[config.mk]
export PLATFORM = sky130hd
export DESIGN_NAME = segflt_top
export DESIGN_NICKNAME = d
export VERILOG_FILES = /design/src/rtl/segflt_pkg.sv /design/src/rtl/segflt_dp.sv /design/src/rtl/segflt_ctl.sv /design/src/rtl/segflt_top.sv
export SDC_FILE = /design/constraint.sdc
export NUM_CORES = 1
export LEC_CHECK = 0
export ABC_AREA = 1
export ABC_CLOCK_PERIOD_IN_PS = 5450
export BUFFER_PORTS_ARGS = -buffer_cell sky130_fd_sc_hd__buf_2
export CAP_MARGIN = 5
export CORE_UTILIZATION = 50
export DETAILED_ROUTE_END_ITERATION = 10
export PLACE_DENSITY = 0.87
export SETUP_SLACK_MARGIN = 0.2
export SYNTH_ARGS = -nofsm -noshare
export SYNTH_HDL_FRONTEND = slang
export SYNTH_SLANG_ARGS = --single-unit
[constraint.sdc]
create_clock -name clk -period 5.45 [get_ports clk]
set_clock_uncertainty 0.15 [all_clocks]
set_input_delay 0.2725 -clock clk [delete_from_list [all_inputs] [get_ports clk]]
set_output_delay 0.2725 -clock clk [all_outputs]
set_load 0.02 [all_outputs]
[src/rtl/segflt_pkg.sv]
package segflt_pkg;

  localparam int VEC_W = 4;

  localparam logic [VEC_W-1:0] VEC_NONE = 4'd0;
  localparam logic [VEC_W-1:0] VEC_TSS  = 4'd10;
  localparam logic [VEC_W-1:0] VEC_NP   = 4'd11;
  localparam logic [VEC_W-1:0] VEC_SS   = 4'd12;
  localparam logic [VEC_W-1:0] VEC_GP   = 4'd13;

  typedef enum logic [1:0] {
    ACC_READ  = 2'd0,
    ACC_WRITE = 2'd1,
    ACC_EXEC  = 2'd2,
    ACC_BAD   = 2'd3
  } accKind_t;

  // check outcomes passed from datapath to control
  typedef struct packed {
    logic notPresent;
    logic tssBad;
    logic limitBad;
    logic typeBad;
    logic stackSeg;
    logic spWrap;
  } chkFlags_t;

endpackage

[src/rtl/segflt_dp.sv]
module segflt_dp
  import segflt_pkg::*;
#(
  parameter int OFS_W = 16,
  parameter int TSS_MIN_LIMIT = 43,
  parameter int WRAP_SLACK = 2
) (
  input  logic [1:0]       reqKind,
  input  logic [OFS_W-1:0] reqOffset,
  input  logic             reqWord,
  input  logic             segCode,
  input  logic             segRdWr,
  input  logic             segPresent,
  input  logic             segIsStack,
  input  logic             segIsTss,
  input  logic [OFS_W-1:0] segLimit,
  input  logic             multiPush,
  input  logic [OFS_W-1:0] savedSp,
  output chkFlags_t        flags
);

  localparam logic [OFS_W-1:0] TSS_LIM   = OFS_W'(TSS_MIN_LIMIT);
  localparam logic [OFS_W-1:0] ALL_ONES  = {OFS_W{1'b1}};

  logic [OFS_W-1:0] lastByte;
  logic             limitBad;
  logic             typeBad;
  logic [WRAP_SLACK-1:0] lowHit;
  logic [WRAP_SLACK-1:0] highHit;

  // carry out of the sum is dropped on purpose
  assign lastByte = reqOffset + {{(OFS_W-1){1'b0}}, reqWord};
  assign limitBad = (reqOffset > segLimit) || (lastByte > segLimit);

  always_comb begin
    unique case (accKind_t'(reqKind))
      ACC_READ:  typeBad = segCode & ~segRdWr;
      ACC_WRITE: typeBad = segCode | ~segRdWr;
      ACC_EXEC:  typeBad = ~segCode;
      default:   typeBad = 1'b1;
    endcase
  end

  // stack pointer values at the edges of the offset space
  for (genvar i = 0; i < WRAP_SLACK; i++) begin : gWrap
    assign lowHit[i]  = (savedSp == OFS_W'(i));
    assign highHit[i] = (savedSp == (ALL_ONES - OFS_W'(i)));
  end

  assign flags.notPresent = ~segPresent;
  assign flags.tssBad     = segIsTss && (segLimit <= TSS_LIM);
  assign flags.limitBad   = limitBad;
  assign flags.typeBad    = typeBad;
  assign flags.stackSeg   = segIsStack;
  assign flags.spWrap     = multiPush && ((|lowHit) || (|highHit));

endmodule

[src/rtl/segflt_ctl.sv]
module segflt_ctl
  import segflt_pkg::*;
#(
  parameter int OFS_W = 16
) (
  input  logic             clk,
  input  logic             rstN,
  input  logic             reqValid,
  input  chkFlags_t        flags,
  input  logic [OFS_W-1:0] segSelector,
  output logic             faultValid,
  output logic [VEC_W-1:0] faultVector,
  output logic             errPush,
  output logic [OFS_W-1:0] errCode,
  output logic             restartable
);

  logic             nxtValid;
  logic [VEC_W-1:0] nxtVector;
  logic [OFS_W-1:0] nxtCode;
  logic             nxtRestart;

  // priority: not-present, TSS limit, segment limit, type
  always_comb begin
    nxtValid   = 1'b0;
    nxtVector  = VEC_NONE;
    nxtCode    = '0;
    nxtRestart = 1'b0;
    if (reqValid) begin
      if (flags.notPresent) begin
        nxtValid   = 1'b1;
        nxtVector  = flags.stackSeg ? VEC_SS : VEC_NP;
        nxtCode    = segSelector;
        nxtRestart = 1'b1;
      end else if (flags.tssBad) begin
        nxtValid   = 1'b1;
        nxtVector  = VEC_TSS;
        nxtCode    = segSelector;
      end else if (flags.limitBad) begin
        nxtValid   = 1'b1;
        if (flags.stackSeg) begin
          nxtVector  = VEC_SS;
          nxtRestart = ~flags.spWrap;
        end else begin
          nxtVector  = VEC_GP;
          nxtCode    = segSelector;
          nxtRestart = 1'b1;
        end
      end else if (flags.typeBad) begin
        nxtValid   = 1'b1;
        nxtVector  = VEC_GP;
        nxtCode    = segSelector;
      end
    end
  end

  always_ff @(posedge clk) begin
    if (!rstN) begin
      faultValid  <= 1'b0;
      faultVector <= VEC_NONE;
      errPush     <= 1'b0;
      errCode     <= '0;
      restartable <= 1'b0;
    end else begin
      faultValid  <= nxtValid;
      faultVector <= nxtVector;
      errPush     <= nxtValid;
      errCode     <= nxtCode;
      restartable <= nxtRestart;
    end
  end

endmodule

[src/rtl/segflt_top.sv]
module segflt_top
  import segflt_pkg::*;
#(
  parameter int OFS_W = 16,
  parameter int TSS_MIN_LIMIT = 43,
  parameter int WRAP_SLACK = 2
) (
  input  logic             clk,
  input  logic             rstN,
  input  logic             reqValid,
  input  logic [1:0]       reqKind,
  input  logic [OFS_W-1:0] reqOffset,
  input  logic             reqWord,
  input  logic             segCode,
  input  logic             segRdWr,
  input  logic             segPresent,
  input  logic             segIsStack,
  input  logic             segIsTss,
  input  logic [OFS_W-1:0] segLimit,
  input  logic [OFS_W-1:0] segSelector,
  input  logic             multiPush,
  input  logic [OFS_W-1:0] savedSp,
  output logic             faultValid,
  output logic [3:0]       faultVector,
  output logic             errPush,
  output logic [OFS_W-1:0] errCode,
  output logic             restartable
);

  chkFlags_t flags;

  segflt_dp #(
    .OFS_W(OFS_W),
    .TSS_MIN_LIMIT(TSS_MIN_LIMIT),
    .WRAP_SLACK(WRAP_SLACK)
  ) uDp (
    .reqKind(reqKind),
    .reqOffset(reqOffset),
    .reqWord(reqWord),
    .segCode(segCode),
    .segRdWr(segRdWr),
    .segPresent(segPresent),
    .segIsStack(segIsStack),
    .segIsTss(segIsTss),
    .segLimit(segLimit),
    .multiPush(multiPush),
    .savedSp(savedSp),
    .flags(flags)
  );

  segflt_ctl #(.OFS_W(OFS_W)) uCtl (
    .clk(clk),
    .rstN(rstN),
    .reqValid(reqValid),
    .flags(flags),
    .segSelector(segSelector),
    .faultValid(faultValid),
    .faultVector(faultVector),
    .errPush(errPush),
    .errCode(errCode),
    .restartable(restartable)
  );

endmodule

==> flow_summary.toml, run 1 <==
[run_status]
outcome = "finished, final reports clean"

[timing]
min_period_ns = 3.347
tns_ns = 0
whs_ns = 0.07066
slew_headroom = 0.6405
slew_violations = 0
max_freq_mhz = 298.7
final-hold-violation-count = 0
fin_crit_sh = 0.6142
worst_slew_pin_slew_ns = 0.5379
setup_viol = 0
rsz0062_at_grt = "false"

[die]
die-area_sq_um = 4171
core-area_sq_um = 3716
initial_core_util = 0.5269
rows = 22
dieWidth_um = 64.58
die_y_um = 64.58
ios = 99

[power_and_ir_drop]
powerDensity_nw_per_um2 = 161.4
ir_drop_mv = 0.08054
leakagePower_uw = 0.001507

[logic_synthesis]
synthCells = 274
synth.avg_cell_area_sq_um = 7.146
yosysWarnings = 0
synth.distinct_cells = 29
synth_area_sq_um = 1958
synthesis.nets = 384
ys_ff_latch = 21
synth-seq-area-share = 0.2147

[worst_setup_path]
critical_path_class = "input pin to flop"
crit_required_ns = 5.48
end_kind = "flop"
start_kind = "input pin"
crit_fanout = 16
worstPathArrival_ns = 3.38

[final_layout]
layout_commonest_cell = "buf_2"
antenna_cells = 0
final_cell_mix = "97 x buf_2, 53 x inv_1, 50 x nand2_1, 34 x a21oi_1, 34 x ha_1"
nFillCells = 317
fin_nets = 482
layout-drive-gt1-share = 0.3100
area_growth_pct = 28.63

[detailed_routing]
drc = 0
first_iter_violations = 63
first_pass_iters = 4
wl_mm = 4.572
via_count = 2098
wire_per_inst_um = 10.91
ant_nets = 0
avgViaCountPerCell = 5.007

[clock_network]
numCtsBuffers = 3
postCtsSetupBuffers = 0
cts_root_buf = "clkbuf_8"
clock_path_buffers = 2
cts_resized = 0
cts.sinks = 21
cts_tree = "done"
cts_hold_buf = 0
clk_pin_slew_ns = 0.07
htreeDepth = 1

[worst_hold_path]
min_to = "uCtl.errCode[1]"
hold_path_depth = 3
hold_start = "segSelector[1]"
hold_path_class = "input pin to flop"

[flow_run]
max_cap_viol_count = 0

[grt]
grt_pass1_wl_mm = 7.583
overflow = 0
track_usage = 0.2261
grt_antenna_before_repair = 0
grt_pass1_vias = 1937
grt_max_degree = 18

[placed_design]
globalplace.congestion = 0.8366
hpwl_mm = 4.064
port_buffers = 97
==> critical path, cell delays in order <==
cell,delay [ns]
buf_2,0.09
ha_1,0.18
ha_1,0.18
nand3_1,0.13
nor2_2,0.17
nand3_1,0.12
nor2_1,0.14
nand2_1,0.11
nor3_2,0.19
nand3_1,0.12
xnor2_1,0.15
ha_1,0.27
nand2_1,0.09
nor3_2,0.27
nand2_1,0.08
nand2_1,0.07
nand2_1,0.07
nand3_1,0.16
nand3_2,0.30
a21oi_1,0.23
==> cell type report <==
type                            count  area (sq um)  area share
Clock buffer                        3         41.29     0.01639
Sequential cell                    21         420.4      0.1669
Clock inverter                      1         5.005    0.001987
Multi-Input combinational cell    196          1308      0.5191
Inverter                           53         198.9     0.07899
Tap cell                           48         60.06     0.02384
Timing Repair Buffer               97         485.5      0.1927
==> state kept, by name, summed over array words and instances, names as in the netlist <==
signal,count
uCtl.errCode,16
uCtl.restartable,1
uCtl.faultVector,4
==> metal layers <==
| metal | GRT usage | vias to the layer above | wire (um) |
|---|---|---|---|
| met1 | 0.2422 | 917 | 1898 |
| met5 | 0 | - | 0 |
| met2 | 0.4434 | 81 | 2321 |
| met4 | 0.06389 | 0 | 87 |
| met3 | 0.04049 | 11 | 265 |
| li1 | - | 1089 | - |
==> per-stage QoR <==
step           std cells  utilization  setup WS, ns  cell area (sq um)  total power [uW]
2_1_floorplan        274            -         2.508               1958             254.3
5_1_grt              419       0.6778         1.788               2519             435.0
3_3_place_gp         415       0.6653         2.015               2472             305.1
6_report             419       0.6778         2.103               2519             406.5
3_5_place_dp         415       0.6653         1.928               2472             311.5
4_1_cts              419       0.6778         2.187               2519             408.6
==> cells in the mapped netlist (all sizes together) <==
cell	count	area, sq um
nand4	7	43.79
or2	1	6.260
xnor2	3	33.79
nand3b	1	20.02
o211ai	1	7.510
dfxtp	21	420.4
a21o	2	15.01
a21oi	34	170.2
buf	4	31.27
nor4	3	18.77
mux2i	1	10.01
xor2	9	78.83
ha	34	425.4
o31ai	1	7.510
o21ai	3	15.01
inv	53	198.9
nand3	16	95.09
nor3	8	77.57
nand2	51	193.9
nor2	21	88.84
==> kinds of logic (layout without fill, tap and decap cells) <==
logic type,count (synthesis),count (layout),synth area share
and+or+nand+nor,108,108,0.2780
buffers and inverters,57,154,0.1176
AOI/OAI and AO/OA,41,41,0.1099
adders and majority gates,34,34,0.2173
DFF,21,21,0.2147
xor gates and xnor gates,12,12,0.05751
muxes,1,1,0.005112
==> power breakdown <==
group,switching [uW],internal [uW],total (uW)
clock,47.3,50.8,98.1
combinational,84.2,61.4,146
sequential,1.83,161,163
total,133,273,407
==> worst max path at each step <==
stage                       startpoint                to  cells after the start
after floorplan           reqOffset[0]   uCtl.errCode[3]                     20
after global placement    reqOffset[0]  uCtl.errCode[11]                     20
after detailed placement  reqOffset[0]   uCtl.errCode[8]                     20
after CTS                 reqOffset[0]   uCtl.errCode[8]                     21
after global routing      reqOffset[0]   uCtl.errCode[8]                     20
final                     reqOffset[0]   uCtl.errCode[8]                     20
No activity file was read; power rests on OpenSTA's default activity.
==> run 2: changes to the inputs <==
--- a/config.mk
+++ b/config.mk
@@ -6,12 +6,12 @@
 export NUM_CORES = 1
 export LEC_CHECK = 0
 export ABC_AREA = 1
-export ABC_CLOCK_PERIOD_IN_PS = 5450
+export ABC_CLOCK_PERIOD_IN_PS = 3420
 export BUFFER_PORTS_ARGS = -buffer_cell sky130_fd_sc_hd__buf_2
 export CAP_MARGIN = 5
-export CORE_UTILIZATION = 50
+export CORE_UTILIZATION = 46
 export DETAILED_ROUTE_END_ITERATION = 10
-export PLACE_DENSITY = 0.87
+export PLACE_DENSITY = 0.81
 export SETUP_SLACK_MARGIN = 0.2
 export SYNTH_ARGS = -nofsm -noshare
 export SYNTH_HDL_FRONTEND = slang
==> constraint.sdc (replaced) <==
create_clock -name clk -period 3.42 [get_ports clk]
set_clock_uncertainty 0.15 [all_clocks]
set_input_delay 0.171 -clock clk [delete_from_list [all_inputs] [get_ports clk]]
set_output_delay 0.171 -clock clk [all_outputs]
set_load 0.02 [all_outputs]
==> run 2 against run 1 <==
  * Combinational power is 88% higher
  * Core utilization is 2.7 points higher
  * Die area is 8.4% higher
  * Wire length is 23% higher
  * Critical endpoint is now uCtl.errCode[3]
  * Largest cell class unchanged
  * Highest routed layer unchanged
  * Global-route usage is 0.055 points higher
  * Sequential share of layout area is 2.0 points lower
==> flow_summary.toml, run 2 (synthesized netlist as in run 1, its figures left out) <==
[run_status]
outcome = "finished, final reports clean"

[grt]
grt_max_degree = 18
overflow = 0
track_usage = 0.2267
grt_pass1_vias = 1961
grt_pass1_wl_mm = 7.914
grt_antenna_before_repair = 0

[power_and_ir_drop]
combPwrFrac = 0.398
switchingPower_uw = 233.3
ir_drop_mv = 0.1491
p_total_uw = 687.9
powerDensity_nw_per_um2 = 240.6
sequentialPowerShare = 0.378
clockPowerShare = 0.223
p_sw_frac = 0.3392
internal_power_uw = 454.6
leakagePower_uw = 0.001616

[detailed_routing]
ant_nets = 0
first_pass_iters = 4
drc = 0
via_count = 2237
wl_met3_um = 291
wire_per_inst_um = 12.73
topRoutingLayerUsed = "met4"
wl_met1_mm = 2.230
wl_mm = 5.625
met2WireLength_mm = 2.940
first_iter_violations = 109
avgViaCountPerCell = 5.061

[worst_setup_path]
crit_fanout = 8
max_stage_delay_ns = 0.32
critical_path_class = "input pin to flop"
slowest_stage = "ha_1"
crit_start = "reqOffset[0]"
crit_required_ns = 3.45
start_kind = "input pin"
crit_chain = "buf_2, ha_4, nand3_4, nor3_4, nand3_2, nor3_4, nand3b_4, nor2_4, nand2_2, xnor2_2, ha_1, a21oi_1, o21ai_0, a21oi_1, nand2_1, nand2_2, nand2_2, nand2_4, nand3_4, a21oi_2"
end_kind = "flop"
worstPathArrival_ns = 3.14
cpMostUsedCell = "nand2_2"

[final_layout]
antenna_cells = 0
fin_nets = 503
largest_register_ffs = 16
nFillCells = 305
layout_commonest_cell = "buf_2"
area_growth_pct = 46.01
regMostFlops = "uCtl.errCode"
final_cell_mix = "97 x buf_2, 53 x inv_1, 45 x nand2_1, 32 x ha_1, 26 x a21oi_1"
multiInputGateArea_sq_um = 1455
reg_top3 = "uCtl.errCode (16), uCtl.faultVector (4), uCtl.restartable (1)"
layout-drive-gt1-share = 0.3546
seq_area_sq_um = 420.4

[timing]
slew_violations = 0
fin_crit_sh = 0.9115
min_period_ns = 3.117
slew_headroom = 0.5016
setup_viol = 0
rsz0062_at_grt = "false"
max_freq_mhz = 320.8
final-hold-violation-count = 0
tns_ns = 0
worst_slew_pin_slew_ns = 0.7459

[die]
die_y_um = 67.25
dieWidth_um = 67.25
core-area_sq_um = 4058
ios = 99
die-area_sq_um = 4522
rows = 23
initial_core_util = 0.4826

[clock_network]
htreeDepth = 1
cts_root_buf = "clkbuf_8"
clock_path_buffers = 2
numCtsBuffers = 3
clk_pin_slew_ns = 0.07
cts.sinks = 21
cts_tree = "done"

[placed_design]
port_buffers = 97
hpwl_mm = 3.927
globalplace.congestion = 0.8239

[worst_hold_path]
min_to = "uCtl.restartable"
hold_path_class = "input pin to flop"
hold_path_depth = 2
hold_start = "segPresent"

[flow_run]
max_cap_viol_count = 0
[run 2: changes by cell type in the layout (fill, tap and decap cells not counted), sizes merged]
cell         before  now
buf              97  101
nand3            16   17
dlygate4sd3       0   16
[run 2: final cells by class]
| type | count | area share |
|---|---|---|
| multi-input cells | 197 | 0.5090 |
| repair buffers | 117 | 0.2363 |
| flip-flops and latches | 21 | 0.1470 |
| inverters | 53 | 0.06958 |
| well taps | 50 | 0.02188 |
| clock buffers | 3 | 0.01444 |
| clock inverters | 1 | 0.001751 |
[run 2: critical path, delay by kind of cell]
family	cells	cell delay, ns
AO/OA/AOI/OAI	4	0.61
buffers and inverters	1	0.12
XOR/XNOR	1	0.13
adder cells (fa/ha/maj)	2	0.48
AND/OR/NAND/NOR	12	1.64
[run 2: worst max-delay path by stage]
stage                        to  slack, ns  cells after the start
3_5_place_dp    uCtl.errCode[6]       0.03                     21
4_1_cts         uCtl.errCode[6]       0.29                     21
6_report        uCtl.errCode[3]       0.30                     20
3_3_place_gp   uCtl.errCode[10]       0.14                     20
2_1_floorplan   uCtl.errCode[3]       0.58                     20
5_1_grt         uCtl.errCode[3]       0.09                     20
[run 2: per-layer routing]
metal	vias up	GRT usage
li1	1136	-
met1	993	0.2612
met2	92	0.4350
met3	16	0.03547
met4	0	0.04255
met5	-	0
[run 2: what timing repair did]
action	4_1_cts	5_1_grt
hold buffers	16	0
endpoints found under the hold margin	16	0
setup buffers	0	4
setup endpoints to repair	0	16
resized for setup	0	29
[run 2: through the flow]
stage | hold WS [ns] | std cells | area (sq um) | setup WS, ns | util
after floorplan | 0.1129 | 274 | 1958 | 0.5793 | -
after global placement | 0.2348 | 417 | 2475 | 0.1423 | 0.6099
after detailed placement | 0.2380 | 417 | 2475 | 0.02808 | 0.6099
after CTS | 0.002888 | 437 | 2681 | 0.2934 | 0.6608
after global routing | 0.03072 | 442 | 2859 | 0.09039 | 0.7046
final | 0.03076 | 442 | 2859 | 0.3025 | 0.7046
[run 2: power by group through the flow]
stage | Clock, uW | Sequential [uW] | Combinational, uW
floorplan | 0 | 281 | 124
global placement | 0 | 265 | 223
detailed placement | 0 | 265 | 231
CTS | 161 | 259 | 247
global route | 172 | 261 | 307
finish | 154 | 260 | 274
==> run 3: changes to the inputs <==
--- a/config.mk
+++ b/config.mk
@@ -5,13 +5,12 @@
 export SDC_FILE = /design/constraint.sdc
 export NUM_CORES = 1
 export LEC_CHECK = 0
-export ABC_AREA = 1
 export ABC_CLOCK_PERIOD_IN_PS = 3420
 export BUFFER_PORTS_ARGS = -buffer_cell sky130_fd_sc_hd__buf_2
 export CAP_MARGIN = 5
 export CORE_UTILIZATION = 46
 export DETAILED_ROUTE_END_ITERATION = 10
-export PLACE_DENSITY = 0.81
+export PLACE_DENSITY = 0.83
 export SETUP_SLACK_MARGIN = 0.2
 export SYNTH_ARGS = -nofsm -noshare
 export SYNTH_HDL_FRONTEND = slang
==> run 3 against run 2 <==
  * Worst setup slack got worse by 0.046 ns
  * Final area fell by 7.7%
  * Core utilization is 0.52 points lower
  * Largest cell class unchanged
  * Die area fell by 4.7%
  * Non-clock buffer count shrank 5
  * First-iteration DRC count is 4.6% higher
  * Worst hold slack worse by 0.022 ns
  * Sequential power about the same
  * Critical endpoint unchanged
  * Area after synthesis is 4.8% lower
  * Via count down 8.6%
  * Power grew 0.20%
==> flow_summary.toml, run 3 <==
[run_status]
outcome = "finished, final reports clean"

[timing]
fin_crit_sh = 0.9248
worst_slack_ns = 0.2570
min_period_ns = 3.163
final-hold-violation-count = 0
tns_ns = 0
whs_ns = 0.009039
setup_viol = 0
worst_slew_pin_slew_ns = 0.8613
rsz0062_at_grt = "false"
slew_headroom = 0.4244
slew_violations = 0
max_freq_mhz = 316.2

[logic_synthesis]
yosysMostFrequentCell = "ha_1"
synth.distinct_cells = 36
synthesis.nets = 328
synth_edf_count = 0
yosys-top-cells-area = "ha_1 23%, dfxtp_1 23%, nor3b_2 6.7%, xnor2_1 4.7%, nand4_1 4.4%"
yosysWarnings = 0
synth-async-reset-ratio = 0
synth.avg_cell_area_sq_um = 8.552
synth_top_area_share = 0.2282
synth-seq-area-share = 0.2255
yosys_most_used_dff = "dfxtp_1"
synthCells = 218
synth_area_sq_um = 1864
synth_top_cell_by_area = "ha_1"
ys_ff_latch = 21
netlist_top_cells_count = "34 x ha_1, 21 x dfxtp_1, 21 x inv_1"

[worst_setup_path]
start_kind = "input pin"
slowest_stage = "or4_4"
crit_chain = "buf_2, and3_4, and3_4, nand2_1, nor2_4, nand3_1, xnor2_1, ha_1, nand4_1, or4_4, a211oi_4, mux2i_4, clkbuf_16, nor3b_2"
end_kind = "flop"
critPathBufInv = 2
crit_start = "reqOffset[4]"
cpMostUsedCell = "and3_4"
crit_fanout = 8
critical_path_class = "input pin to flop"
worstPathArrival_ns = 3.13
max_stage_delay_ns = 0.55
critPathTopFamily = "simple AND/OR/NAND/NOR gates"
crit_required_ns = 3.39

[detailed_routing]
wl_mm = 5.016
first_pass_iters = 4
avgViaCountPerCell = 5.424
wire_per_inst_um = 13.31
via_count = 2045
first_iter_violations = 114
drc = 0
ant_nets = 0

[die]
rows = 22
core-area_sq_um = 3771
die-area_sq_um = 4311
die_y_um = 65.66
initial_core_util = 0.4944
dieWidth_um = 65.66
ios = 99

[grt]
grt_pass1_vias = 1879
top_usage_layer = "met2"
grt_antenna_before_repair = 0
grt_max_degree = 22
use_met3 = 0.03299
track_usage = 0.2231
grt_use_met1 = 0.2228
grt_pass1_wl_mm = 7.500
overflow = 0
use_met2 = 0.4452

[power_and_ir_drop]
p_sw_frac = 0.3220
powerDensity_nw_per_um2 = 261.3
sequentialPowerShare = 0.376
internal_power_uw = 467.3
switchingPower_uw = 222.0
clockPowerShare = 0.231
ir_drop_mv = 0.1207
combPwrFrac = 0.393
leakagePower_uw = 0.001325

[final_layout]
nFillCells = 310
layout-drive-gt1-share = 0.4164
largest_register_ffs = 16
final_cells = 377
reg_top3 = "uCtl.errCode (16), uCtl.faultVector (4), uCtl.restartable (1)"
fin_nets = 440
area_growth_pct = 41.48
antenna_cells = 0
layout_commonest_cell = "buf_2"
regMostFlops = "uCtl.errCode"
final_cell_mix = "97 x buf_2, 32 x ha_1, 21 x inv_1, 21 x dfxtp_1, 16 x a21oi_1"

[clock_network]
numCtsBuffers = 3
cts.sinks = 21
cts_tree = "done"
clk_pin_slew_ns = 0.08
clock_path_buffers = 2
cts_root_buf = "clkbuf_8"
htreeDepth = 1

[placed_design]
hpwl_mm = 3.998
globalplace.congestion = 0.8241
port_buffers = 97
dpl.cell_count = 365
dpl_worst_slack_ns = -0.07931

[worst_hold_path]
hold_start = "segSelector[11]"
hold_path_class = "input pin to flop"

[flow_run]
max_cap_viol_count = 0
## run 3: cell count changes in the layout (fill, tap and decap cells not counted), sizes merged, moves of 11 or more
cell	previous run	this run
dlygate4sd3	16	3
nor3b	0	17
inv	53	21
a21oi	34	16
nand2	51	15
nor2	21	10
## run 3: path summary, 6_finish.rpt
check	endpoint	slack, ns	depth (start not counted)
setup / recovery	uCtl.errCode[3]	0.26	14
hold / removal	uCtl.errCode[11]	0.009	2
## run 3: metal layers
metal	share of wire	vias up
met5	0	-
met2	0.54	77
met3	0.060	12
met1	0.38	938
met4	0.022	0
li1	-	1018
## run 3: kinds of logic after synthesis
kind of cell / Yosys count / share of synthesized area
flip-flops: 21 / 0.2255
buffers and inverters: 26 / 0.06040
multiplexers: 1 / 0.007381
AND/OR/NAND/NOR: 91 / 0.3034
AO/OA/AOI/OAI: 31 / 0.1094
XOR/XNOR: 14 / 0.06577
adder cells (fa/ha/maj): 34 / 0.2282
## run 3: layout make-up
class / count / area (sq um) / share of cell area
Clock buffer: 3 / 41.29 / 0.01565
Multi-Input combinational cell: 171 / 1396 / 0.5294
Sequential cell: 21 / 420.4 / 0.1594
Tap cell: 48 / 60.06 / 0.02277
Timing Repair Buffer: 112 / 635.6 / 0.2410
Clock inverter: 1 / 5.005 / 0.001898
Inverter: 21 / 78.83 / 0.02989
## run 3: timing repair
action                                  CTS  global route
pin swaps                                 0            11
cloned                                    0             1
gates resized for setup                   1            10
buffers inserted                          0             4
endpoints found under the setup margin    3            18
hold buffers                              3             0
endpoints found under the hold margin     3             0
## run 3: metrics by stage
step,instance area (sq um),total power [uW],util
2_1_floorplan,1873,410.3,-
3_3_place_gp,2450,502.6,0.6496
3_5_place_dp,2450,511.6,0.6496
4_1_cts,2529,674.1,0.6705
5_1_grt,2638,736.3,0.6994
6_report,2638,689.3,0.6994
## run 3: power by group through the flow
stage | registers (uW) | logic [uW] | clock network (uW)
3_5_place_dp | 265 | 247 | 0
4_1_cts | 259 | 251 | 164
6_report | 259 | 271 | 159
2_1_floorplan | 280 | 130 | 0
5_1_grt | 260 | 300 | 175
3_3_place_gp | 264 | 238 | 0
